<file path="config.mk">
export PLATFORM = sky130hd
export DESIGN_NAME = chrmem_write_if
export DESIGN_NICKNAME = d
export VERILOG_FILES = /design/src/rtl/chrmem_pkg.sv /design/src/rtl/chrmem_sync.sv /design/src/rtl/chrmem_strobe.sv /design/src/rtl/chrmem_seq_ctr.sv /design/src/rtl/chrmem_store.sv /design/src/rtl/chrmem_write_if.sv
export SDC_FILE = /design/constraint.sdc
export NUM_CORES = 1
export LEC_CHECK = 0
export ABC_AREA = 0
export BUFFER_PORTS_ARGS = -buffer_cell sky130_fd_sc_hd__buf_2
export CAP_MARGIN = 20
export CELL_PAD_IN_SITES_DETAIL_PLACEMENT = 0
export CELL_PAD_IN_SITES_GLOBAL_PLACEMENT = 1
export CORE_ASPECT_RATIO = 2
export CORE_MARGIN = 5
export CORE_UTILIZATION = 48
export CTS_BUF_LIST = sky130_fd_sc_hd__clkbuf_16
export DETAILED_ROUTE_END_ITERATION = 10
export PLACE_DENSITY_LB_ADDON = 0.1
export SLEW_MARGIN = 0
export SYNTH_ARGS = -nofsm -noshare
export SYNTH_HDL_FRONTEND = slang
export SYNTH_SLANG_ARGS = --single-unit
</file>
<file path="constraint.sdc">
create_clock -name clk -period 2.3 [get_ports clk]
set_input_delay 0 -clock clk [delete_from_list [all_inputs] [get_ports clk]]
set_output_delay 0 -clock clk [all_outputs]
set_load 0.1 [all_outputs]
</file>
<file path="src/rtl/chrmem_pkg.sv">
package chrmem_pkg;

   typedef enum logic {
      MODE_RANDOM     = 1'b0,
      MODE_SEQUENTIAL = 1'b1
   } wr_mode_e;

   localparam int unsigned MIN_SYNC_STAGES = 2;

endpackage

</file>
<file path="src/rtl/chrmem_sync.sv">
module chrmem_sync #(
   parameter int unsigned STAGES    = 2,
   parameter logic        RESET_VAL = 1'b1
) (
   input  logic clk,
   input  logic rst_n,
   input  logic d_i,
   output logic q_o
);

   logic [STAGES-1:0] stage_q;

   if (STAGES < chrmem_pkg::MIN_SYNC_STAGES) begin : g_bad_stages
      $error("chrmem_sync: STAGES below minimum");
   end

   for (genvar s = 0; s < STAGES; s++) begin : g_stage
      if (s == 0) begin : g_first
         always_ff @(posedge clk or negedge rst_n) begin
            if (!rst_n) stage_q[s] <= RESET_VAL;
            else        stage_q[s] <= d_i;
         end
      end else begin : g_rest
         always_ff @(posedge clk or negedge rst_n) begin
            if (!rst_n) stage_q[s] <= RESET_VAL;
            else        stage_q[s] <= stage_q[s-1];
         end
      end
   end

   assign q_o = stage_q[STAGES-1];

endmodule

</file>
<file path="src/rtl/chrmem_strobe.sv">
module chrmem_strobe #(
   parameter int unsigned SYNC_STAGES = 2
) (
   input  logic clk,
   input  logic rst_n,
   input  logic wr_n_i,
   input  logic cs_n_i,
   output logic fall_o,
   output logic rise_o
);

   logic strobe_n_raw;
   logic strobe_n_s;
   logic strobe_n_prev_q;

   // Strobe is active only while both enables are low.
   assign strobe_n_raw = wr_n_i | cs_n_i;

   chrmem_sync #(
      .STAGES    (SYNC_STAGES),
      .RESET_VAL (1'b1)
   ) u_sync (
      .clk   (clk),
      .rst_n (rst_n),
      .d_i   (strobe_n_raw),
      .q_o   (strobe_n_s)
   );

   always_ff @(posedge clk or negedge rst_n) begin
      if (!rst_n) strobe_n_prev_q <= 1'b1;
      else        strobe_n_prev_q <= strobe_n_s;
   end

   assign fall_o =  strobe_n_prev_q & ~strobe_n_s;
   assign rise_o = ~strobe_n_prev_q &  strobe_n_s;

endmodule

</file>
<file path="src/rtl/chrmem_seq_ctr.sv">
module chrmem_seq_ctr #(
   parameter int unsigned ADDR_W = 3
) (
   input  logic              clk,
   input  logic              rst_n,
   input  logic              clr_i,
   input  logic              adv_i,
   output logic [ADDR_W-1:0] slot_o,
   output logic              full_o
);

   localparam logic [ADDR_W-1:0] LAST_SLOT = '1;

   logic [ADDR_W-1:0] slot_q;
   logic              full_q;

   always_ff @(posedge clk or negedge rst_n) begin
      if (!rst_n) begin
         slot_q <= '0;
         full_q <= 1'b0;
      end else if (clr_i) begin
         slot_q <= '0;
         full_q <= 1'b0;
      end else if (adv_i && !full_q) begin
         slot_q <= slot_q + 1'b1;
         if (slot_q == LAST_SLOT) full_q <= 1'b1;
      end
   end

   assign slot_o = slot_q;
   assign full_o = full_q;

endmodule

</file>
<file path="src/rtl/chrmem_store.sv">
module chrmem_store #(
   parameter int unsigned              DATA_W     = 6,
   parameter int unsigned              ADDR_W     = 3,
   parameter logic [DATA_W-1:0]        BLANK_CODE = {1'b1, {(DATA_W-1){1'b0}}},
   localparam int unsigned             DEPTH      = 1 << ADDR_W
) (
   input  logic                      clk,
   input  logic                      rst_n,
   input  logic                      clr_i,
   input  logic                      we_i,
   input  logic [ADDR_W-1:0]         waddr_i,
   input  logic [DATA_W-1:0]         wdata_i,
   input  logic [ADDR_W-1:0]         raddr_i,
   output logic [DATA_W-1:0]         rdata_o,
   output logic [DEPTH*DATA_W-1:0]   image_o
);

   logic [DATA_W-1:0] cell_q [DEPTH];

   for (genvar e = 0; e < DEPTH; e++) begin : g_cell
      localparam logic [ADDR_W-1:0] IDX = ADDR_W'(e);
      always_ff @(posedge clk or negedge rst_n) begin
         if (!rst_n)                          cell_q[e] <= BLANK_CODE;
         else if (clr_i)                      cell_q[e] <= BLANK_CODE;
         else if (we_i && (waddr_i == IDX))   cell_q[e] <= wdata_i;
      end
      assign image_o[e*DATA_W +: DATA_W] = cell_q[e];
   end

   assign rdata_o = cell_q[raddr_i];

endmodule

</file>
<file path="src/rtl/chrmem_write_if.sv">
module chrmem_write_if #(
   parameter int unsigned       DATA_W      = 6,
   parameter int unsigned       ADDR_W      = 3,
   parameter int unsigned       SYNC_STAGES = 2,
   parameter logic [DATA_W-1:0] BLANK_CODE  = {1'b1, {(DATA_W-1){1'b0}}}
) (
   input  logic              clk,
   input  logic              rst_n,
   input  logic              wr_n_i,
   input  logic              cs_n_i,
   input  logic              mode_i,
   input  logic [ADDR_W-1:0] sel_i,
   input  logic [DATA_W-1:0] data_i,
   input  logic [ADDR_W-1:0] rd_idx_i,
   output logic [DATA_W-1:0] rd_code_o,
   output logic              full_o,
   output logic              full_oe_o
);

   import chrmem_pkg::*;

   localparam int unsigned DEPTH   = 1 << ADDR_W;
   localparam int unsigned SEN_BIT = 0;
   localparam int unsigned CLR_BIT = 1;

   if (ADDR_W < 2) begin : g_bad_addr
      $error("chrmem_write_if: ADDR_W must hold enable and clear bits");
   end
   if (DATA_W < 1) begin : g_bad_data
      $error("chrmem_write_if: DATA_W must be positive");
   end
   if (SYNC_STAGES < MIN_SYNC_STAGES) begin : g_bad_sync
      $error("chrmem_write_if: SYNC_STAGES too small");
   end

   logic                    fall_p;
   logic                    rise_p;
   logic                    clr_pin_s;
   logic                    clr_act;
   wr_mode_e                mode_q;
   logic [ADDR_W-1:0]       addr_q;
   logic                    sen_q;
   logic                    oe_q;
   logic [ADDR_W-1:0]       slot_q;
   logic                    full_q;
   logic                    seq_adv;
   logic                    we;
   logic [ADDR_W-1:0]       waddr;
   logic [DEPTH*DATA_W-1:0] mem_image;

   chrmem_strobe #(
      .SYNC_STAGES (SYNC_STAGES)
   ) u_strobe (
      .clk    (clk),
      .rst_n  (rst_n),
      .wr_n_i (wr_n_i),
      .cs_n_i (cs_n_i),
      .fall_o (fall_p),
      .rise_o (rise_p)
   );

   chrmem_sync #(
      .STAGES    (SYNC_STAGES),
      .RESET_VAL (1'b1)
   ) u_clr_sync (
      .clk   (clk),
      .rst_n (rst_n),
      .d_i   (sel_i[CLR_BIT]),
      .q_o   (clr_pin_s)
   );

   // The clear role of the shared line exists only in sequential mode.
   assign clr_act = (mode_q == MODE_SEQUENTIAL) && !clr_pin_s;

   always_ff @(posedge clk or negedge rst_n) begin
      if (!rst_n) begin
         mode_q <= MODE_RANDOM;
         addr_q <= '0;
         sen_q  <= 1'b0;
         oe_q   <= 1'b0;
      end else if (fall_p) begin
         mode_q <= wr_mode_e'(mode_i);
         if (wr_mode_e'(mode_i) == MODE_RANDOM) begin
            addr_q <= sel_i;
            oe_q   <= 1'b0;
         end else begin
            sen_q  <= sel_i[SEN_BIT];
         end
      end else if (rise_p) begin
         oe_q <= (mode_q == MODE_SEQUENTIAL);
      end
   end

   assign seq_adv = rise_p && (mode_q == MODE_SEQUENTIAL) && sen_q;

   chrmem_seq_ctr #(
      .ADDR_W (ADDR_W)
   ) u_ctr (
      .clk    (clk),
      .rst_n  (rst_n),
      .clr_i  (clr_act),
      .adv_i  (seq_adv),
      .slot_o (slot_q),
      .full_o (full_q)
   );

   always_comb begin
      if (mode_q == MODE_SEQUENTIAL) begin
         waddr = slot_q;
         we    = seq_adv && !full_q;
      end else begin
         waddr = addr_q;
         we    = rise_p;
      end
   end

   chrmem_store #(
      .DATA_W     (DATA_W),
      .ADDR_W     (ADDR_W),
      .BLANK_CODE (BLANK_CODE)
   ) u_store (
      .clk     (clk),
      .rst_n   (rst_n),
      .clr_i   (clr_act),
      .we_i    (we),
      .waddr_i (waddr),
      .wdata_i (data_i),
      .raddr_i (rd_idx_i),
      .rdata_o (rd_code_o),
      .image_o (mem_image)
   );

   assign full_oe_o = oe_q;
   assign full_o    = oe_q & full_q;

endmodule

</file>
Word level (Yosys, flattened, before mapping)
Index checks and enable logic that the tools add are counted.
{ "op_classes": {"addsub": 1, "multipliers": 0, "div_mod_pow": 0, "order_cmp": 1, "eq_ne": 9, "shift": 0, "n_mux": 29, "n_bitwise": 8, "n_reduce_logical": 30} }
{ "ops": {"columns": ["cell", "n"], "rows": [
  ["$mux 6", 18],
  ["$reduce_bool 2->1", 11],
  ["$bmux 6 s3", 1],
  ["$eq 3x3->1 const B", 5],
  ["$logic_and 1x1->1", 12],
  ["$mux 3", 3],
  ["$reduce_and 2->1", 4],
  ["$mux 1", 7],
  ["$eq 3x2->1 const B", 2],
  ["$ge 4x4->1 const B", 1],
  ["$not 3->4", 1],
  ["$add 3x1->3 const B", 1],
  ["$and 1x1->1", 3],
  ["$eq 3x1->1 const B", 1],
  ["$logic_not 3->1", 1],
  ["$not 1->1", 3],
  ["$logic_not 1->1", 2],
  ["$ne 2x2->1 const B", 1],
  ["$or 1x1->1", 1]
]} }
{ "totals": {"reg_bits": 63, "latch_bits": 0, "ramBits": 0, "romBits": 0, "inputBits": 17, "output_inout_bits": 8, "n_memories": 0} }

Depth between registers and ports, before layout
{ "logic_depth": {"ltp_word": 9, "depth_mapped": 7} }

Modules after synthesis
Synthesis repeated with hierarchy kept, for this count alone.
{ "unflattened": {"cells_unflattened": 242, "hier_area_um2": 3116.7} }
{ "modules_own_cells": {"columns": ["mod", "instances", "cells_per_inst", "area_each_um2"], "rows": [
  ["chrmem_store", 1, 191, 2443.6],
  ["chrmem_write_if", 1, 25, 302.8],
  ["chrmem_seq_ctr", 1, 18, 217.7],
  ["chrmem_sync", 2, 2, 52.6],
  ["chrmem_strobe", 1, 4, 47.5]
]} }

Worst setup path before layout
Ideal clock, no wire load.
{ "synth_timing": {"path_type": "register to output", "startpoint": "register oe_q, in the netlist full_oe_o", "endpoint": "output port full_o", "t_arrival_ns": 1.788, "required_time_ns": 2.300, "slack_ns": 0.512, "stages_incl_launch_ff": 2, "n_path_buf": 0, "path_cell_list": "dfrtp_1 -> and2_1"} }
{ "synth_via": {"elab_chain_cells": 1} }
{ "synth_lines": {"columns": ["item", "line", "rtl"], "rows": [
  ["from (decl)", "chrmem_write_if.sv:43", "logic oe_q;"],
  ["from (signal assigned)", "chrmem_write_if.sv:90", "oe_q <= (mode_q == MODE_SEQUENTIAL);"],
  ["$and 1x1->1", "chrmem_write_if.sv:134", "assign full_o = oe_q & full_q;"],
  ["to (decl)", "chrmem_write_if.sv:16", "output logic full_o,"]
]} }
Every way passes these cells.

Worst setup path in the final report
{ "layout_timing": {"startpoint": "register u_strobe.u_sync.stage_q[1], in the netlist u_strobe.u_sync.q_o", "endpoint": "register u_store.cell_q (netlist bit u_store.image_o[41])"} }
{ "layout_via": {"elab_chain_cells": 7} }
{ "layout_lines": {"columns": ["item", "line", "rtl"], "rows": [
  ["from (decl)", "chrmem_sync.sv:11", "logic [STAGES-1:0] stage_q;"],
  ["from (signal, indexed assignment)", "chrmem_sync.sv:26", "else stage_q[s] <= stage_q[s-1];"],
  ["$and 1x1->1 *", "chrmem_strobe.sv:35", "assign rise_o = ~strobe_n_prev_q & strobe_n_s;"],
  ["$logic_and 1x1->1 (2 in a row)", "chrmem_write_if.sv:94", "assign seq_adv = rise_p && (mode_q == MODE_SEQUENTIAL) && sen_q;"],
  ["$logic_and 1x1->1", "chrmem_write_if.sv:110", "we = seq_adv && !full_q;"],
  ["$mux 1 *", "chrmem_write_if.sv:108", "if (mode_q == MODE_SEQUENTIAL) begin"],
  ["$logic_and 1x1->1 *", "chrmem_store.sv:25", "else if (we_i && (waddr_i == IDX)) cell_q[e] <= wdata_i;"],
  ["$reduce_bool 2->1 (no line) *", null, null],
  ["to (signal, indexed assignment)", "chrmem_store.sv:25", null],
  ["to (decl)", "chrmem_store.sv:18", "logic [DATA_W-1:0] cell_q [DEPTH];"]
]} }
Mark *: on every way between the ends. The rest lies on a longest branch, timed or not.
A chain may end at the register's enable or synchronous reset.

==> impl_metrics.yaml <==
run_status:
  run_status: "finished, final reports clean"
critical_path:
  crit_path_max_fanout: 6
  worstPathArrival_ns: 2.12
  r2r_end: "u_store.image_o[41]"
  endpoint_kind: "register"
  cp.required_ns: 2.55
  path_class: "register to register"
  timing.rr.start: "u_strobe.u_sync.q_o"
  crit_start: "u_strobe.u_sync.q_o"
  endpoint: "u_store.image_o[41]"
  r2r_setup_slack_ns: 0.43
  reg2reg_depth: 4
  critPathLaunchType: "register"
worst_hold_path:
  whs_path_depth: 4
  hold_class: "primary input to register"
sta:
  whs_ns: 0.118
  period_needed_ns: 1.87
  fmax_mhz: 534
  rsz0062_at_grt: "false"
  setup_viol: 0
  max_slew_margin_pct: 42.3
  setup_slack_ns: 0.428
  setup_tns_ns: 0
  finalMaxSlewViolations: 0
  fin_worst_skew_ns: 0.00479
  worst_slew_pin_slew_ns: 0.865
  min_period_over_period_pct: 81.4
  finalHoldViolations: 0
logic_synthesis:
  ys_seq_area_share_pct: 52.3
  synth_cells: 249
  synth_compound_area_share_pct: 3.24
  synthesis.nets: 268
  synth_top_area_cell: "dfrtp_1"
  syn_area_um2: 3050
  synth_ff_type: "dfrtp_1"
  synth_cell_types: 29
  synth_top_area_share_pct: 41.1
  ys_async_sr_fraction_pct: 100
  synth_top_family_by_area: "multiplexers"
  synth-edff-count: 0
  syn_area_per_cell_um2: 12.2
  ys_top_cells_by_count: "mux2i_1 (51), nand2_1 (51), dfrtp_1 (50)"
  synth.area.top_cells: "dfrtp_1 (41%), mux2i_1 (17%), dfstp_2 (11%), mux4_2 (8.9%), nand2_1 (6.3%)"
  synth_xor_xnor_area_share_pct: 0.287
  synth-seq-cells: 63
  yosys_warnings: 0
  synthMuxAreaShare_pct: 29.1
  synth-simple-area-share_pct: 11.8
  synthAdderAreaFrac_pct: 0.821
layout:
  syn_to_final_growth_pct: 18.3
  drive_gt1_share_pct: 30.4
  antenna_cells: 0
  post-route-util_pct: 57.6
  fin_nets: 307
clocking:
  htree_levels: 3
  clock_latency_ns: 0.32
  cts_setup_buffers: 0
  cts_tree: "yes"
  cts_inserted_buffers: 9
  cts_sinks: 63
  ctsRootBufferMaster: "clkbuf_16"
  clkSlewWorstSetupHoldPaths_ns: 0.05
  cts.path.max_buffers: 2
routing:
  wl_um: 6920
  drc: 0
  ant_nets: 0
  detail_route.vias_per_cell: 5.19
  first_pass_iters: 4
  wire_per_inst_um: 18.2
  num_vias: 1966
  drtIter0Drc: 116
power_and_ir_drop:
  powerDensity_nw_per_um2: 805
  peakVddDrop_uv: 448
  p_leak_nw: 1.86
run:
  cap_violations: 0
floorplan:
  top_level_ports: 25
  initial_core_util_pct: 48.7
  dieArea_um2: 8140
  die_h_um: 123
  die_x_um: 66.3
  rows: 41
  coreArea_um2: 6260
place:
  place.gp.congestion: 0.783
  place_ws_ns: 0.423
  place_hpwl_um: 4840
  io_buffer_count: 24
global_route:
  first_global_vias: 2246
  grt_max_degree: 38
  track_usage_pct: 19.6
  antenna_found_initial: 0
  grt-ovfl-total: 0
  grt_pass1_wl_um: 11400
[through the flow]
stage          area [um2]  cells  power, mW
3_3_place_gp         3280    356       1.75
2_1_floorplan        3050    249       1.62
5_1_grt              3610    379       3.04
6_report             3610    379       2.90
3_5_place_dp         3280    356       1.76
4_1_cts              3610    379       2.94
[placed cells by master, fill, tap and decap left out, drive strengths merged, types with 7 or more instances in the layout]
cell	instances
mux2i	51
buf	33
mux4	12
mux2	9
dlygate4sd3	7
dfstp	13
dfrtp	50
nor2	15
nand2	58
clkbuf	9
[flip-flops by register name, indices dropped and copies added, names as in the netlist]
register                  flops
mode_q                        1
u_ctr.slot_o                  3
u_strobe.u_sync.stage_q       1
sen_q                         1
full_oe_o                     1
u_clr_sync.stage_q            1
u_store.image_o              48
u_clr_sync.q_o                1
u_strobe.strobe_n_prev_q      1
u_strobe.u_sync.q_o           1
addr_q                        3
u_ctr.full_o                  1
[cell families after synthesis]
kind of cell	after synthesis
fa+ha+maj	2
buf+inv	15
flops	63
simple gates	84
compound gates	12
xor+xnor	1
mux	72
[critical path, stage by stage, from the launching register on]
cell,delay [ns]
dfstp_2,0.56
nand2b_1,0.18
a211oi_4,0.31
and2_1,0.50
mux2i_1,0.25
[layout make-up]
| cell class | instances | area [um2] |
|---|---|---|
| tap | 86 | 108 |
| fill | 589 | 2650 |
| inverter | 3 | 11.3 |
| timing repair buffer | 40 | 258 |
| clock inverter | 7 | 32.5 |
| sequential | 63 | 1590 |
| clock buffer | 9 | 225 |
| multi-input combinational | 171 | 1380 |
[worst min path at each step]
stage / startpoint / endpoint / slack [ns]
final: data_i[5] / u_store.image_o[11] / 0.12
after global routing: data_i[5] / u_store.image_o[29] / 0.14
after global placement: sel_i[1] / u_clr_sync.stage_q[0] / 0.12
after floorplan: rst_n / addr_q[0] / -0.30
after detailed placement: sel_i[1] / u_clr_sync.stage_q[0] / 0.12
after CTS: data_i[5] / u_store.image_o[29] / 0.11
[where the power goes]
part           internal, mW  switching [mW]
Sequential             1.21          0.0564
Combinational         0.171           0.306
Clock                 0.707           0.453
[per-layer routing]
metal	wire length, um	global-route usage [%]
met1	2710	21.7
met2	3860	34.9
met3	197	4.03
met4	147	8.78
met5	0	0
[what timing repair did]
action	in CTS	in global routing
endpoints found under the hold margin	29	0
hold buffers	7	0
resized for setup	0	0
Power figures use the tool's default switching activity.
